===== src/rtl/vsm_pkg.sv =====
package vsm_pkg;
  localparam int CODE_W = 5;
  localparam logic [CODE_W-1:0] THR_RST = 5'h14;
endpackage


===== src/rtl/vsm_duty_timer.sv =====
module vsm_duty_timer #(
  parameter int PERIOD_TICKS = 32768,
  parameter int WINDOW_TICKS = 8
) (
  input  logic clk,
  input  logic rst_n,
  input  logic run_en,
  input  logic tick,
  output logic win_open
);
  localparam int CNT_W = (PERIOD_TICKS > 1) ? $clog2(PERIOD_TICKS) : 1;
  localparam logic [CNT_W-1:0] LAST = CNT_W'(PERIOD_TICKS - 1);
  localparam logic [CNT_W-1:0] WIN  = CNT_W'(WINDOW_TICKS);

  logic [CNT_W-1:0] cnt_q, cnt_d;

  always_comb begin
    cnt_d = cnt_q;
    if (!run_en) begin
      cnt_d = '0;
    end else if (tick) begin
      cnt_d = (cnt_q == LAST) ? '0 : cnt_q + 1'b1;
    end
  end

  always_ff @(posedge clk or negedge rst_n) begin
    if (!rst_n) cnt_q <= '0;
    else        cnt_q <= cnt_d;
  end

  assign win_open = run_en && (cnt_q < WIN);
endmodule


===== src/rtl/vsm_sampler.sv =====
module vsm_sampler import vsm_pkg::*; (
  input  logic              clk,
  input  logic              rst_n,
  input  logic              win_open,
  input  logic              adc_valid,
  input  logic [CODE_W-1:0] adc_code,
  input  logic [CODE_W-1:0] thr,
  output logic [CODE_W-1:0] level_q,
  output logic              accept,
  output logic              below
);
  logic              taken_q, taken_d;
  logic [CODE_W-1:0] level_d;

  assign accept = win_open && adc_valid && !taken_q;
  assign below  = (adc_code < thr);

  always_comb begin
    taken_d = taken_q;
    level_d = level_q;
    if (!win_open) begin
      taken_d = 1'b0;
    end else if (accept) begin
      taken_d = 1'b1;
      level_d = adc_code;
    end
  end

  always_ff @(posedge clk or negedge rst_n) begin
    if (!rst_n) begin
      taken_q <= 1'b0;
      level_q <= '0;
    end else begin
      taken_q <= taken_d;
      level_q <= level_d;
    end
  end
endmodule


===== src/rtl/vsm_debounce.sv =====
module vsm_debounce #(
  parameter int LOW_RUN = 4
) (
  input  logic clk,
  input  logic rst_n,
  input  logic run_en,
  input  logic accept,
  input  logic below,
  output logic event_o
);
  localparam int RCW = $clog2(LOW_RUN + 1);
  localparam logic [RCW-1:0] LAST = RCW'(LOW_RUN - 1);

  logic [RCW-1:0] run_q, run_d;

  assign event_o = run_en && accept && below && (run_q == LAST);

  always_comb begin
    run_d = run_q;
    if (!run_en) begin
      run_d = '0;
    end else if (accept) begin
      if (!below || event_o) run_d = '0;
      else                   run_d = run_q + 1'b1;
    end
  end

  always_ff @(posedge clk or negedge rst_n) begin
    if (!rst_n) run_q <= '0;
    else        run_q <= run_d;
  end
endmodule


===== src/rtl/vsm_monitor.sv =====
module vsm_monitor import vsm_pkg::*; #(
  parameter int PERIOD_TICKS = 32768,
  parameter int WINDOW_TICKS = 8,
  parameter int LOW_RUN      = 4
) (
  input  logic              clk,
  input  logic              rst_n,
  input  logic              slow_tick,
  input  logic              ctl_we,
  input  logic              ctl_enable,
  input  logic              ctl_irq_en,
  input  logic              thr_we,
  input  logic [CODE_W-1:0] thr_wdata,
  input  logic              stat_rd,
  input  logic              adc_valid,
  input  logic [CODE_W-1:0] adc_code,
  output logic              fe_pwr,
  output logic              enable,
  output logic              irq_en,
  output logic [CODE_W-1:0] thr,
  output logic [CODE_W-1:0] level,
  output logic              stat_flag,
  output logic              irq_n
);
  logic              en_q, en_d, ie_q, ie_d, flag_q, flag_d;
  logic [CODE_W-1:0] thr_q, thr_d;
  logic              win_open, accept, below, low_event;

  vsm_duty_timer #(
    .PERIOD_TICKS(PERIOD_TICKS),
    .WINDOW_TICKS(WINDOW_TICKS)
  ) u_timer (
    .clk(clk), .rst_n(rst_n), .run_en(en_q), .tick(slow_tick), .win_open(win_open)
  );

  vsm_sampler u_sampler (
    .clk(clk), .rst_n(rst_n), .win_open(win_open), .adc_valid(adc_valid),
    .adc_code(adc_code), .thr(thr_q), .level_q(level), .accept(accept), .below(below)
  );

  vsm_debounce #(.LOW_RUN(LOW_RUN)) u_debounce (
    .clk(clk), .rst_n(rst_n), .run_en(en_q), .accept(accept), .below(below),
    .event_o(low_event)
  );

  always_comb begin
    en_d   = ctl_we ? ctl_enable : en_q;
    ie_d   = ctl_we ? ctl_irq_en : ie_q;
    thr_d  = thr_we ? thr_wdata  : thr_q;
    flag_d = flag_q;
    if (stat_rd)   flag_d = 1'b0;
    if (low_event) flag_d = 1'b1;   // set wins over a same-cycle read
  end

  always_ff @(posedge clk or negedge rst_n) begin
    if (!rst_n) begin
      en_q   <= 1'b0;
      ie_q   <= 1'b0;
      thr_q  <= THR_RST;
      flag_q <= 1'b0;
    end else begin
      en_q   <= en_d;
      ie_q   <= ie_d;
      thr_q  <= thr_d;
      flag_q <= flag_d;
    end
  end

  assign fe_pwr    = win_open;
  assign enable    = en_q;
  assign irq_en    = ie_q;
  assign thr       = thr_q;
  assign stat_flag = flag_q;
  assign irq_n     = ~(flag_q & ie_q);
endmodule


===== config.mk =====
export PLATFORM = sky130hd
export DESIGN_NAME = vsm_monitor
export DESIGN_NICKNAME = d
export VERILOG_FILES = /design/src/rtl/vsm_pkg.sv /design/src/rtl/vsm_duty_timer.sv /design/src/rtl/vsm_sampler.sv /design/src/rtl/vsm_debounce.sv /design/src/rtl/vsm_monitor.sv
export SDC_FILE = /design/constraint.sdc
export NUM_CORES = 1
export LEC_CHECK = 0
export BUFFER_PORTS_ARGS = -buffer_cell sky130_fd_sc_hd__buf_2
export CAP_MARGIN = 10
export CORE_MARGIN = 5
export CORE_UTILIZATION = 55
export DETAILED_ROUTE_END_ITERATION = 10
export PLACE_DENSITY = 0.8
export SYNTH_ARGS = -nofsm -noshare
export SYNTH_HDL_FRONTEND = slang
export SYNTH_SLANG_ARGS = --single-unit

===== constraint.sdc =====
create_clock -name clk -period 4.92 [get_ports clk]
set_input_delay 0.984 -clock clk [delete_from_list [all_inputs] [get_ports clk]]
set_output_delay 0.984 -clock clk [all_outputs]
set_load 0.02 [all_outputs]

* Word-level counts from Yosys, hierarchy flattened
Cells that the tools add are included.
Word-level totals: register bits 32, bits of input ports 19, output and inout port bits 15
Operators by class: add/sub/neg operators 2, magnitude comparators 2, eq/ne operators 5, muxes and demuxes 10, bitwise logic cells 2, reduce and logical (&&, ||, !) cells 11
Operators by type and width (count):
- $mux 15 | 3
- $add 15x1->15 const B | 1
- $eq 15x15->1 const B | 1
- $lt 15x4->1 const B | 1
- $mux 3 | 3
- $logic_and 1x1->1 | 6
- $lt 5x5->1 | 1
- $mux 1 | 4
- $ne 2x1->1 const B | 2
- $add 3x1->3 const B | 1
- $eq 3x2->1 const B | 1
- $logic_not 1->1 | 2
- $ne 2x2->1 const B | 1
- $reduce_and 2->1 | 1
- $reduce_bool 2->1 | 1
- $and 1x1->1 | 1
- $logic_or 1x1->1 | 1
- $not 1->1 | 1

* Depth between registers and ports, before layout
word-level depth 11, mapped depth 6, depth with buffers taken out 6

* Cells and area by module
From an unflattened synthesis, not the netlist that was laid out.
Second synthesis, totals: cells, all modules 152, area, all modules 1677.9 sq um
By module, submodules not included:
- vsm_duty_timer | times used 1, cells an instance 88, area each 840.8 sq um
- vsm_sampler | times used 1, cells an instance 30, area each 351.6 sq um
- vsm_monitor | times used 1, cells an instance 18, area each 296.5 sq um
- vsm_debounce | times used 1, cells an instance 16, area each 188.9 sq um

* Least setup slack after synthesis
No wires, ideal clock.
path kind input port to flip-flop, start in adc_code[3], end reg u_debounce.run_q[1], library setup time 95 ps, data arrival time 2176 ps, data required time 4825 ps, slack 2649 ps, cell stages on the path 5, path buffers 0, cells stage by stage ha_1 a21oi_1 a21boi_0 or4_1 o31ai_1
On the way: cells in the longest elaborated chain, start to end 7, elaborated cells between the ends (all ways) 8, classes of those cells 1 x order compare; 3 x mux; 4 x reduce/logical
Ends and longest elaborated chain:
- from (decl) | RTL line vsm_monitor.sv:16 | input logic [CODE_W-1:0] adc_code,
- $lt 5x5->1 (*) | RTL line vsm_sampler.sv:16 | assign below = (adc_code < thr);
- $logic_and 1x1->1 (2 in a row) | RTL line vsm_debounce.sv:16 | assign event_o = run_en && accept && below && (run_q == LAST);
- $logic_or 1x1->1 (*) | RTL line vsm_debounce.sv:23 | if (!below || event_o) run_d = '0;
- $mux 3 (*) | RTL line vsm_debounce.sv:23
- $mux 3 (*) | RTL line vsm_debounce.sv:22 | end else if (accept) begin
- $mux 3 (*) | RTL line vsm_debounce.sv:20 | if (!run_en) begin
- to (signal assigned) | RTL line vsm_debounce.sv:30 | else run_q <= run_d;
- to (decl) | RTL line vsm_debounce.sv:14 | logic [RCW-1:0] run_q, run_d;
Every way passes the cells marked *; elsewhere a longest branch is shown, timed or not. The select of a mux whose other input is x is not followed. A chain may end at the register's enable or synchronous reset.

* Worst setup path in the final report
start reg en_q, in the netlist enable, end out fe_pwr
On the way: cells in the longest elaborated chain, start to end 1
Ends and longest elaborated chain:
- from (decl) | RTL line vsm_monitor.sv:25 | logic en_q, en_d, ie_q, ie_d, flag_q, flag_d;
- from (signal assigned) | RTL line vsm_monitor.sv:62 | en_q <= en_d;
- $logic_and 1x1->1 | RTL line vsm_duty_timer.sv:31 | assign win_open = run_en && (cnt_q < WIN);
- to (decl) | RTL line vsm_monitor.sv:17 | output logic fe_pwr,
No other way between the ends.

==> results.py <==
metrics = {
    "power_and_ir_drop": {
        "leakage_uw": 0.0008571,
        "cellPowerDensity_nw_per_um2": 297.8,
        "ir_worst_vdd_v": 0.0001777,
    },
    "detailed_routing": {
        "vias": 1357,
        "avgViaCountPerCell": 5.952,
        "wl_um": 3343,
        "ant_nets": 0,
        "wl_per_cell_um": 14.66,
        "firstDrtPassIters": 4,
        "drtIter0Drc": 96,
        "route.detailed.drc": 0,
    },
    "cts": {
        "cts_resized": 0,
        "cts_tree": "yes",
        "post-cts-setup-buffers": 0,
        "clock_latency_ns": 0.32,
        "clkTransAtPathRegs_ns": 0.09,
        "cts.path.max_buffers": 2,
        "hold_buffers": 0,
        "clock_sinks": 32,
        "cts_made_buffers": 5,
        "htreeDepth": 2,
        "cts-root-buf": "clkbuf_4",
    },
    "layout": {
        "fill_cells": 228,
        "final_common_cell": "buf_2",
        "layout_common_cells": "33 x buf_2, 30 x dfrtp_1, 18 x nand2_1",
        "drive_above_1_share_pct": 26.90,
        "fin_util_pct": 66.68,
        "n_antenna_cell": 0,
        "nets": 222,
        "area_growth_pct": 14.82,
    },
    "yosys": {
        "synthesis.nets": 187,
        "synth-edff-count": 0,
        "synth_cell_types": 36,
        "async_flop_share_pct": 100.0,
        "dominantRegCellSynth": "dfrtp_1",
        "ys_seq_area_share_pct": 49.31,
        "yosysTopAreaCellShare_pct": 46.08,
        "synth_area_leaders": "dfrtp_1 46%, ha_1 5.4%, mux2_2 4.8%",
        "ys_warn_count": 0,
        "synth_area_um2": 1629,
        "syn_avg_cell_area_um2": 10.12,
        "yosysTopAreaCell": "dfrtp_1",
        "synthCells": 161,
        "synth-seq-cells": 32,
    },
    "floorplanning": {
        "die_area_um2": 4151,
        "core_um2": 2805,
        "start_util_pct": 58.07,
        "fp.dieW_um": 64.43,
        "dieHeight_um": 64.43,
        "fp-row-count": 19,
        "io_pins": 34,
    },
    "sta": {
        "period_needed_ns": 2.677,
        "skew_ns": 0.008062,
        "fin_setup_tns_ns": 0,
        "tightest_slew_ns": 0.7712,
        "max_slew_margin_pct": 48.48,
        "maxSlewViolCount": 0,
        "whs_ns": 0.4975,
        "rsz0062_at_grt": "no",
        "hold_viol": 0,
        "fmax_ghz": 0.3736,
        "finalCritPeriodShare_pct": 54.41,
        "report.final.setup_viol": 0,
    },
    "global_route": {
        "grtUsageMet1_pct": 23.64,
        "grt.busiest_layer": "met2",
        "grt_pass1_vias": 1352,
        "grt_util_met3_pct": 5.872,
        "use_met2_pct": 29.38,
        "grt_util_all_layers_pct": 18.60,
        "gr-total-overflow": 0,
        "grt_pass1_wl_um": 6072,
        "antenna_found_initial": 0,
        "grt_max_degree": 33,
    },
    "critical_path": {
        "critPathMaxFanout": 15,
        "crit_arrival_ns": 1.69,
        "cp_data_required_time_ns": 3.94,
        "r2r_slack_ns": 2.86,
        "path_class": "reg2out",
        "reg2regPathDepth": 3,
        "regToRegStartpoint": "enable$_DFFE_PN0P_",
        "r2r_end": "u_sampler.level_q[3]$_DFFE_PN0P_",
        "endpoint": "fe_pwr",
        "crit_start": "enable$_DFFE_PN0P_",
        "startpoint_type": "flop",
        "cp-end-kind": "output pin",
    },
    "outcome": {
        "status": "finished clean",
    },
    "placement": {
        "place.gp.congestion": 0.8579,
        "dp_hpwl_um": 2487,
        "portBuffers": 33,
    },
    "job": {
        "cap_viol_max_count": 0,
    },
    "hold_path": {
        "hold_path.class": "reg2reg",
    },
}
state kept, by name, summed over array words and instances (netlist names):
register,flops
enable,1
irq_en,1
thr,5
u_timer.cnt_q,15
u_debounce.run_q,3
u_sampler.taken_q,1
u_sampler.level_q,5
stat_flag,1
where the power goes:
group	leakage, uW	switching (uW)	internal (uW)
Combinational	0.000409	63.5	41.6
Clock	0.0000326	82.5	70.5
Sequential	0.000416	14.6	284
logic make-up (layout without fill, tap and decap cells):
family,Yosys count,after routing,synth area share (%)
AND/OR/NAND/NOR,64,64,22.20
flip-flops,32,32,49.31
AO/OA/AOI/OAI,27,27,10.45
buffers and inverters,17,53,4.070
adder cells (fa/ha/maj),7,7,5.376
XOR/XNOR,7,7,3.764
multiplexers,7,7,4.839
worst min path at each step:
| stage | start | endpoint | slack [ns] | depth (start not counted) |
|---|---|---|---|---|
| finish | u_sampler.level_q[0]$_DFFE_PN0P_ | u_sampler.level_q[0]$_DFFE_PN0P_ | 0.50 | 2 |
| global route | u_debounce.run_q[0]$_DFFE_PN0P_ | u_debounce.run_q[0]$_DFFE_PN0P_ | 0.53 | 1 |
| CTS | u_sampler.level_q[0]$_DFFE_PN0P_ | u_sampler.level_q[0]$_DFFE_PN0P_ | 0.50 | 2 |
| detailed placement | u_sampler.level_q[0]$_DFFE_PN0P_ | u_sampler.level_q[0]$_DFFE_PN0P_ | 0.48 | 2 |
| global placement | u_sampler.level_q[0]$_DFFE_PN0P_ | u_sampler.level_q[0]$_DFFE_PN0P_ | 0.46 | 2 |
| floorplan | u_debounce.run_q[0]$_DFFE_PN0P_ | u_debounce.run_q[0]$_DFFE_PN0P_ | 0.46 | 1 |
cell usage after synthesis, types with 4 or more instances:
| cell | count |
|---|---|
| nand3_1 | 8 |
| dfrtp_1 | 30 |
| xnor2_1 | 4 |
| nand4_1 | 6 |
| nand2_1 | 18 |
| nor4b_1 | 4 |
| mux2_2 | 7 |
| o31ai_1 | 5 |
| a21oi_1 | 6 |
| inv_1 | 12 |
| ha_1 | 7 |
| o21ai_0 | 9 |
| nor2_1 | 8 |
| nor4_1 | 5 |
routing by layer:
layer  vias to the layer above  routed length, um
li1                        652                  -
met1                       667               1463
met2                        36               1697
met3                         2                165
met4                         0                 17
met5                         -                  0
area by class of cell:
class / instances / area (um2) / area share [%]
multi-input combinational: 112 / 759.5 / 40.60
clock buffer: 8 / 58.81 / 3.144
sequential: 32 / 803.3 / 42.94
timing repair buffer: 33 / 165.2 / 8.829
inverter: 12 / 45.04 / 2.408
tap: 31 / 38.79 / 2.074
critical path, stage by stage, from the launching register on:
cell,delay [ns]
dfrtp_1,0.58
nor4b_1,0.38
nand4_1,0.18
inv_1,0.08
buf_2,0.16
per-stage QoR:
step | setup WS, ns | cells | power (uW) | instance area, um2
2_1_floorplan | 2.649 | 161 | 367.7 | 1629
3_3_place_gp | 2.465 | 220 | 405.3 | 1812
3_5_place_dp | 2.364 | 220 | 410.6 | 1812
4_1_cts | 2.189 | 228 | 566.6 | 1871
5_1_grt | 2.065 | 228 | 598.2 | 1871
6_report | 2.243 | 228 | 557.1 | 1871
(Power assumes the default switching activity.)
